===== config.mk =====
export PLATFORM = sky130hd
export DESIGN_NAME = parcel_lifo_bypass
export DESIGN_NICKNAME = d
export VERILOG_FILES = /design/src/rtl/pbuf_pkg.sv /design/src/rtl/pbuf_route.sv /design/src/rtl/pbuf_lifo.sv /design/src/rtl/parcel_lifo_bypass.sv
export SDC_FILE = /design/constraint.sdc
export NUM_CORES = 1
export LEC_CHECK = 0
export CORE_MARGIN = 2
export CORE_UTILIZATION = 61
export DETAILED_ROUTE_END_ITERATION = 8
export PLACE_DENSITY = 0.91
export SYNTH_ARGS = -nofsm -noshare
export SYNTH_HDL_FRONTEND = slang
export SYNTH_SLANG_ARGS = --single-unit
export TNS_END_PERCENT = 10

===== constraint.sdc =====
create_clock -name clk -period 20.3 [get_ports clk]
set_input_delay 5.075 -clock clk [delete_from_list [all_inputs] [get_ports clk]]
set_output_delay 5.075 -clock clk [all_outputs]
set_load 0.01 [all_outputs]

===== src/rtl/pbuf_pkg.sv =====
// Shared types for the parcel buffer stack.
// Assumes: used by pbuf_route and parcel_lifo_bypass.
package pbuf_pkg;

    // Per-cycle routing decision for the incoming and stored parcels.
    typedef enum logic [2:0] {
        RT_IDLE = 3'd0,   // nothing moves
        RT_PASS = 3'd1,   // input goes straight to output
        RT_PUSH = 3'd2,   // input is stored (or dropped if full)
        RT_POP  = 3'd3,   // newest stored parcel goes to output
        RT_DROP = 3'd4    // marked input is discarded
    } route_e;

endpackage


===== src/rtl/pbuf_route.sv =====
// Routing decision for the parcel buffer stack.
// Picks, each cycle, between pass-through, store, drain, discard and idle.
// Assumes: full/empty come from the store in the same cycle; purely combinational.
module pbuf_route
    import pbuf_pkg::*;
(
    input  logic   in_valid,
    input  logic   in_special,
    input  logic   interlock,
    input  logic   out_ready,
    input  logic   empty,
    input  logic   full,
    output route_e act,
    output logic   do_push,
    output logic   do_pop,
    output logic   ovf_hit
);

    // Decide what happens this cycle; any present input blocks draining.
    always_comb begin
        act = RT_IDLE;
        if (in_valid) begin
            if (in_special)     act = RT_DROP;
            else if (interlock) act = RT_PUSH;
            else                act = RT_PASS;
        end else if (out_ready && !empty) begin
            act = RT_POP;
        end
    end

    // Turn the decision into store commands and the overflow event.
    always_comb begin
        do_push = (act == RT_PUSH) && !full;
        do_pop  = (act == RT_POP);
        ovf_hit = (act == RT_PUSH) && full;
    end

endmodule


===== src/rtl/pbuf_lifo.sv =====
// Last-in first-out parcel store of DEPTH entries.
// Presents the newest entry combinationally; push writes above it, pop removes it.
// Assumes: the caller never pushes when full, never pops when empty,
// and never does both in one cycle.
module pbuf_lifo #(
    parameter int W     = 96,
    parameter int DEPTH = 4
) (
    input  logic         clk,
    input  logic         rst_n,
    input  logic         push,
    input  logic         pop,
    input  logic [W-1:0] wdata,
    output logic [W-1:0] rdata,
    output logic         empty,
    output logic         full
);

    localparam int CW = $clog2(DEPTH + 1);

    logic [CW-1:0] cnt;
    logic [W-1:0]  mem [DEPTH];

    // Occupancy counter: up on push, down on pop, cleared by reset.
    always_ff @(posedge clk) begin
        if (!rst_n)    cnt <= '0;
        else if (push) cnt <= cnt + 1'b1;
        else if (pop)  cnt <= cnt - 1'b1;
    end

    // One write port per entry slot, selected by the current occupancy.
    for (genvar g = 0; g < DEPTH; g++) begin : g_slot
        always_ff @(posedge clk) begin
            if (push && (cnt == CW'(g))) mem[g] <= wdata;
        end
    end

    // Select the newest entry (slot cnt-1) for the read side.
    always_comb begin
        rdata = '0;
        for (int i = 0; i < DEPTH; i++) begin
            if (cnt == CW'(i + 1)) rdata = mem[i];
        end
    end

    // Derive the occupancy flags.
    always_comb begin
        empty = (cnt == '0);
        full  = (cnt == CW'(DEPTH));
    end

    // a push and a pop are never requested together.
    a_r3_no_push_pop: assert property (@(posedge clk) disable iff (!rst_n)
        !(push && pop));
    // the router never pushes into a full store.
    a_r6_no_push_full: assert property (@(posedge clk) disable iff (!rst_n)
        !(push && full));
    // after a push the store is non-empty.
    a_r2_push_fills: assert property (@(posedge clk) disable iff (!rst_n)
        push |=> !empty);
    // a pop frees at least one slot.
    a_r3_pop_frees: assert property (@(posedge clk) disable iff (!rst_n)
        pop |=> !full);

endmodule


===== src/rtl/parcel_lifo_bypass.sv =====
// Parcel buffer stack between an input highway and the processor highway.
// Forwards parcels in the same cycle when not interlocked.
// Stores them newest-first while interlocked, and drains the store only in idle input cycles.
// Discards marked parcels and flags pushes into a full store.
// Assumes: synchronous active-low reset; out_ready governs draining only.
module parcel_lifo_bypass
    import pbuf_pkg::*;
#(
    parameter int INSN_W = 32,
    parameter int OPND_W = 32,
    parameter int DEPTH  = 4
) (
    input  logic              clk,
    input  logic              rst_n,
    input  logic              interlock,
    input  logic              in_valid,
    input  logic              in_special,
    input  logic [INSN_W-1:0] in_insn,
    input  logic [OPND_W-1:0] in_flow,
    input  logic [OPND_W-1:0] in_static,
    input  logic              out_ready,
    output logic              out_valid,
    output logic [INSN_W-1:0] out_insn,
    output logic [OPND_W-1:0] out_flow,
    output logic [OPND_W-1:0] out_static,
    output logic              overflow
);

    localparam int PW = INSN_W + 2 * OPND_W;

    route_e        act;
    logic          do_push, do_pop, ovf_hit;
    logic          empty, full;
    logic [PW-1:0] in_parcel, top_parcel, sel_parcel;
    logic          ovf_q;

    assign in_parcel = {in_insn, in_flow, in_static};

    pbuf_route u_route (
        .in_valid   (in_valid),
        .in_special (in_special),
        .interlock  (interlock),
        .out_ready  (out_ready),
        .empty      (empty),
        .full       (full),
        .act        (act),
        .do_push    (do_push),
        .do_pop     (do_pop),
        .ovf_hit    (ovf_hit)
    );

    pbuf_lifo #(.W(PW), .DEPTH(DEPTH)) u_lifo (
        .clk   (clk),
        .rst_n (rst_n),
        .push  (do_push),
        .pop   (do_pop),
        .wdata (in_parcel),
        .rdata (top_parcel),
        .empty (empty),
        .full  (full)
    );

    // Output mux: the incoming parcel when passing through, else the stored top.
    always_comb begin
        out_valid  = (act == RT_PASS) || (act == RT_POP);
        sel_parcel = (act == RT_PASS) ? in_parcel : top_parcel;
        {out_insn, out_flow, out_static} = sel_parcel;
    end

    // Sticky overflow flag, set by a push into a full store.
    always_ff @(posedge clk) begin
        if (!rst_n)       ovf_q <= 1'b0;
        else if (ovf_hit) ovf_q <= 1'b1;
    end
    assign overflow = ovf_q;

    // an unmarked parcel without interlock appears unchanged in the same cycle.
    a_r1_pass_through: assert property (@(posedge clk) disable iff (!rst_n)
        (in_valid && !in_special && !interlock) |->
        (out_valid && out_insn == in_insn && out_flow == in_flow && out_static == in_static));
    // nothing leaves while an input parcel is held by the interlock.
    a_r2_held_silent: assert property (@(posedge clk) disable iff (!rst_n)
        (in_valid && interlock) |-> !out_valid);
    // a marked parcel never yields output.
    a_r5_special_dropped: assert property (@(posedge clk) disable iff (!rst_n)
        (in_valid && in_special) |-> !out_valid);
    // no drain unless the output highway is clear.
    a_r9_wait_ready: assert property (@(posedge clk) disable iff (!rst_n)
        (!in_valid && !out_ready) |-> !out_valid);
    // once raised, overflow stays raised.
    a_r6_ovf_sticky: assert property (@(posedge clk) disable iff (!rst_n)
        overflow |=> overflow);
    // overflow rises only after an interlocked unmarked input.
    a_r6_ovf_cause: assert property (@(posedge clk) disable iff (!rst_n)
        $rose(overflow) |-> $past(in_valid && interlock && !in_special));

endmodule


# Word-level counts from Yosys, hierarchy flattened
# Memories as Yosys holds them, arrays and structs flattened.
# Index checks and enable logic that the tools add are counted.
# op_classes
addsub	2
n_eq_ne	7
muxes	28
n_reduce_logical	15
# op_table
cell	n
96-bit two-way mux	8
96-bit OR reduction	3
3-bit by 2-bit equality test with 1-bit output (second input constant)	4
3-bit two-way mux	4
1-bit two-way mux	11
2-bit two-way mux	5
1-bit logical AND	7
3-bit by 1-bit equality test with 1-bit output (second input constant)	2
3-bit by 1-bit adder with 3-bit output (second input constant)	1
3-bit equality test (second input constant)	1
3-bit logical NOT	1
3-bit by 1-bit subtractor with 3-bit output (second input constant)	1
1-bit logical NOT	2
2-bit nonzero test	1
1-bit logical OR	1
# totals
ff_bits	4
mem_bits_rw	384
out_inout_bits	98
wordCells	55
memories	1
# memory_table
name	depth	word_bits	read_ports	rd_ports_with_merged_regs	wr	line_no	source
u_lifo.mem	4	96	4	0	1	pbuf_lifo.sv:22	logic [W-1:0] mem [DEPTH];

# Logic depth before layout (Yosys ltp)
# depth
depth_word	14
ltp_mapped	10
depth_no_buf	6

# Modules after synthesis
# Synthesis repeated with hierarchy kept, for this count alone.
# unflattened
cells_unflattened	880
hier_area_um2	15143.3
# by_module_without_submodules
module	instances	cells_per_inst	area_per_inst_um2	seq_area_each_um2
pbuf_lifo	1	760	13883.3	11591.1
parcel_lifo_bypass	1	110	1204.9	20.0
pbuf_route	1	10	55.1	0.0

# Worst setup path after synthesis
# OpenSTA, ideal clock, no wires.
# synth_timing
path_type	input port to flip-flop
startpoint	input in_special
endpoint	memory u_lifo.mem[0][0] (enable)
setup_time_ns	0.688
arrival_ns	12.388
required_ns	19.612
slack_ns	7.224
path_stages	2
path_buffers	0
path_cell_list	nand3b_1 nor3b_1
# synth_via
elab_chain_cells	11
elab_cells_between_ends	25
# synth_rtl
element	line_no	source
start: declaration	parcel_lifo_bypass.sv:17	input logic in_special,
3-bit two-way mux *	pbuf_route.sv:23	if (in_special) act = RT_DROP;
3-bit two-way mux *	pbuf_route.sv:22	if (in_valid) begin
3-bit by 2-bit equality test with 1-bit output *	pbuf_route.sv:33	do_push = (act == RT_PUSH) && !full;
1-bit logical AND *	pbuf_route.sv:33	
1-bit logical AND	pbuf_lifo.sv:34	if (push && (cnt == CW'(g))) mem[g] <= wdata;
1-bit two-way mux	pbuf_lifo.sv:34	
1-bit two-way mux (implied by the code)	pbuf_lifo.sv:34	
96-bit OR reduction (no line)	--	
2-bit two-way mux (no line) or 1-bit two-way mux (tied branches) (3 in series)	--	
end: declaration	pbuf_lifo.sv:22	
# Mark *: on every way between the ends. The rest lies on a longest branch, timed or not.

# Worst setup path in the final report
# layout_timing
startpoint	input in_valid
endpoint	output out_insn[18]
# layout_via
elab_chain_cells	3
# layout_rtl
element	line_no	source
start: declaration	parcel_lifo_bypass.sv:16	input logic in_valid,
3-bit two-way mux	pbuf_route.sv:22	
3-bit by 1-bit equality test with 1-bit output	parcel_lifo_bypass.sv:66	sel_parcel = (act == RT_PASS) ? in_parcel : top_parcel;
96-bit two-way mux	parcel_lifo_bypass.sv:66	
end: declaration	parcel_lifo_bypass.sv:23	output logic [INSN_W-1:0] out_insn,
# Every way passes these cells.

==> results.md <==
* Sw Ratio at 0.2497
* Total wire length at 39620 um
* Setup TNS Final at 0 ns
* Internal at 1.489 mW
* Vias/cell at 6.543
* Post-route ant nets at 0
* Post-Syn Instances at 1219
* Initial antenna violation count at 0
* Status: finished clean
* Startpoint types: input port
* Most frequent cells in the layout: 384 x edfxtp_1, 199 x clkdlybuf4s50_1, 100 x nand2_1
* Root buf cell: clkbuf_16
* Combinational share of power at 0.189
* Commonest non-fill, non-tap cell in the layout: edfxtp_1
* Max FO, Critical Path at 79
* Synth async-reset ratio at 0
* CTS Hold Buffers Added at 0
* Period utilisation layout at 0.6687
* DIE WIDTH at 171.9 um
* Post-CTS sizing at 0
* FP Rows at 61
* Slew Limit Fails at 0
* Rel. slew slack at 0.2268
* Final min period at 13.57 ns
* Sink Count at 388
* Final nets at 1464
* Vias at 11515
* FF+latch count, synth at 388
* Area of placed instances at 0.01924 mm^2
* Hold Path Class: flop to flop
* Layout cell share with drive strength beyond 1 at 0.1114
* Cell Chain, Critical Path: clkdlybuf4s50_1 -> or3b_4 -> buf_4 -> o211ai_2 -> o22a_1 -> clkdlybuf4s50_1
* Initial DRC count at 1142
* Net switching power at 495.7 uW
* CTS tree: yes
* Post-synthesis cell area at 0.01720 mm^2
* Largest net degree at the start of global routing at 107
* Avg Cell Area, Syn at 14.11 um^2
* Yosys cell types at 32
* CP Capture Type: output pin
* Final instance area at 0.02049 mm^2
* Worst skew pair latency at 0.51 ns
* Clk buf depth at 3
* Drt wl/cell at 22.51 um
* Fillcell total at 1697
* Synthesis Warnings at 0
* IO Pins at 200
* GRT overflow at 0
* Global-route wire length before repair at 60150 um
* Syn-to-layout area delta at 19.08%
* Max-Cap Viols at 0
* RSZ-0062 raised after global routing: no
* Final setup violation count at 0
* Post-DP HPWL at 21630 um
* F_max at 73.67 MHz
* Main synth FF type: edfxtp_1
* Area of the multi-input gates at 0.005017 mm^2
* CP Class: input port to output pin
* Mapped Nets at 1327
* IO buf count at 199
* CP dominant cell by count: clkdlybuf4s50_1
* Clk slew on worst S/H paths at 0.06 ns
* Hold Vio Cnt, Final at 0
* Reg area at 0.01161 mm^2
* P per Cell Area at 96.89 mW/mm^2
* Part of the Yosys area used for sequential elements at 0.6749
* Number of antenna diodes at 0
* # DRC at 0
* Clk_skew at 0.01872 ns
* Crit path arrival time at 8.50 ns
* Inst Count DP at 1693
* Tot GR Track Use at 0.2615
* Seq pwr share at 0.456
* Initial core utilization at 0.6193
* R2R depth at 5
* Worst-Margin Slew at 1.160 ns
* TritonCTS Buffers at 39
* Max stage delay on crit path at 0.90 ns
* Total die area at 0.02956 mm^2
* CTS H-tree lvls at 2
* Core Box Area at 0.02778 mm^2
* Core Util, Final at 0.7374
* Final Non-Filler Cells at 1760
* Placer congestion estimate at 0.7902
* Vias in the first global route at 11293
* CP max-delay cell: or3b_4
* Post-CTS setup buffers at 0
* DR pass1 iterations at 5
* Clock power share at 0.354
* Die Ht at 171.9 um
* VDD IR-drop max at 0.00007258 V
* Leak at 6.378 nW
* Number of synthesized flops with an enable pin at 384
* Req. time, crit path at 15.23 ns
* Hold depth at 1
## sequential cells by signal (all words and copies together), names as in the netlist
| register | flops |
|---|---|
| u_lifo.cnt | 3 |
| u_lifo.mem | 384 |
| overflow | 1 |
## cell families (layout without fill, tap and decap cells)
family	count (synthesis)	after routing	synth area share
AOI/OAI and AO/OA	297	297	0.1646
and+or+nand+nor	402	402	0.1179
adders and majority gates	6	6	0.004364
buffers and inverters	124	287	0.03724
DFF	388	388	0.6749
xor gates and xnor gates	2	2	0.001018
## cell usage after synthesis (9+ instances only)
cell      instances  area share
a221oi_1         96       0.049
buf_1             9      0.0020
buf_2            23      0.0067
buf_6            18       0.012
clkbuf_1         67       0.015
edfxtp_1        384        0.67
nand2_1         100       0.022
nand3_1          96       0.028
nor2b_1          98       0.036
nor3_1           97       0.028
o211ai_1         23       0.010
o211ai_2         73       0.053
o22a_1           96       0.049
## critical path, delay by kind of cell
| family | cells | cell delay [ns] |
|---|---|---|
| buffers and inverters | 3 | 1.88 |
| AO/OA/AOI/OAI | 2 | 0.44 |
| AND/OR/NAND/NOR | 1 | 0.90 |
## final timing paths
path | start | end | slack, ns
min reg2reg | overflow | overflow | 0.48
min | overflow | overflow | 0.48
max reg2reg | u_lifo.cnt[1] | u_lifo.mem[3][57] | 16.13
max | in_valid | out_insn[18] | 6.73
## power groups by stage
stage                     clock network, mW  logic [mW]  registers, mW
after floorplan                           0       0.216          0.924
after global placement                    0       0.363          0.921
after detailed placement                  0       0.371          0.923
after CTS                             0.709       0.376          0.906
after global routing                  0.740       0.402          0.907
final                                 0.703       0.376          0.906
## cell type report
cell class / instances / share of cell area
Inverter: 4 / 0.0007329
Sequential cell: 388 / 0.5670
Timing Repair Buffer: 216 / 0.1035
Clock inverter: 15 / 0.008734
Multi-Input combinational cell: 707 / 0.2449
Tap cell: 378 / 0.02309
Clock buffer: 52 / 0.05210
## through the flow
stage	power, mW	hold WS, ns	worst slack (ns)
2_1_floorplan	1.139	0.5091	7.224
3_3_place_gp	1.284	0.4555	6.956
3_5_place_dp	1.294	0.4625	6.846
4_1_cts	1.991	0.4762	6.807
5_1_grt	2.048	0.4877	6.631
6_report	1.985	0.4753	6.726
## metal layers
layer	up-vias	share of wire	GRT usage
li1	5146	-	-
met1	5777	0.39	0.3397
met2	518	0.51	0.4503
met3	74	0.071	0.04234
met4	0	0.026	0.09244
met5	-	0	0
Note: power is estimated with default switching activity, not from simulation.
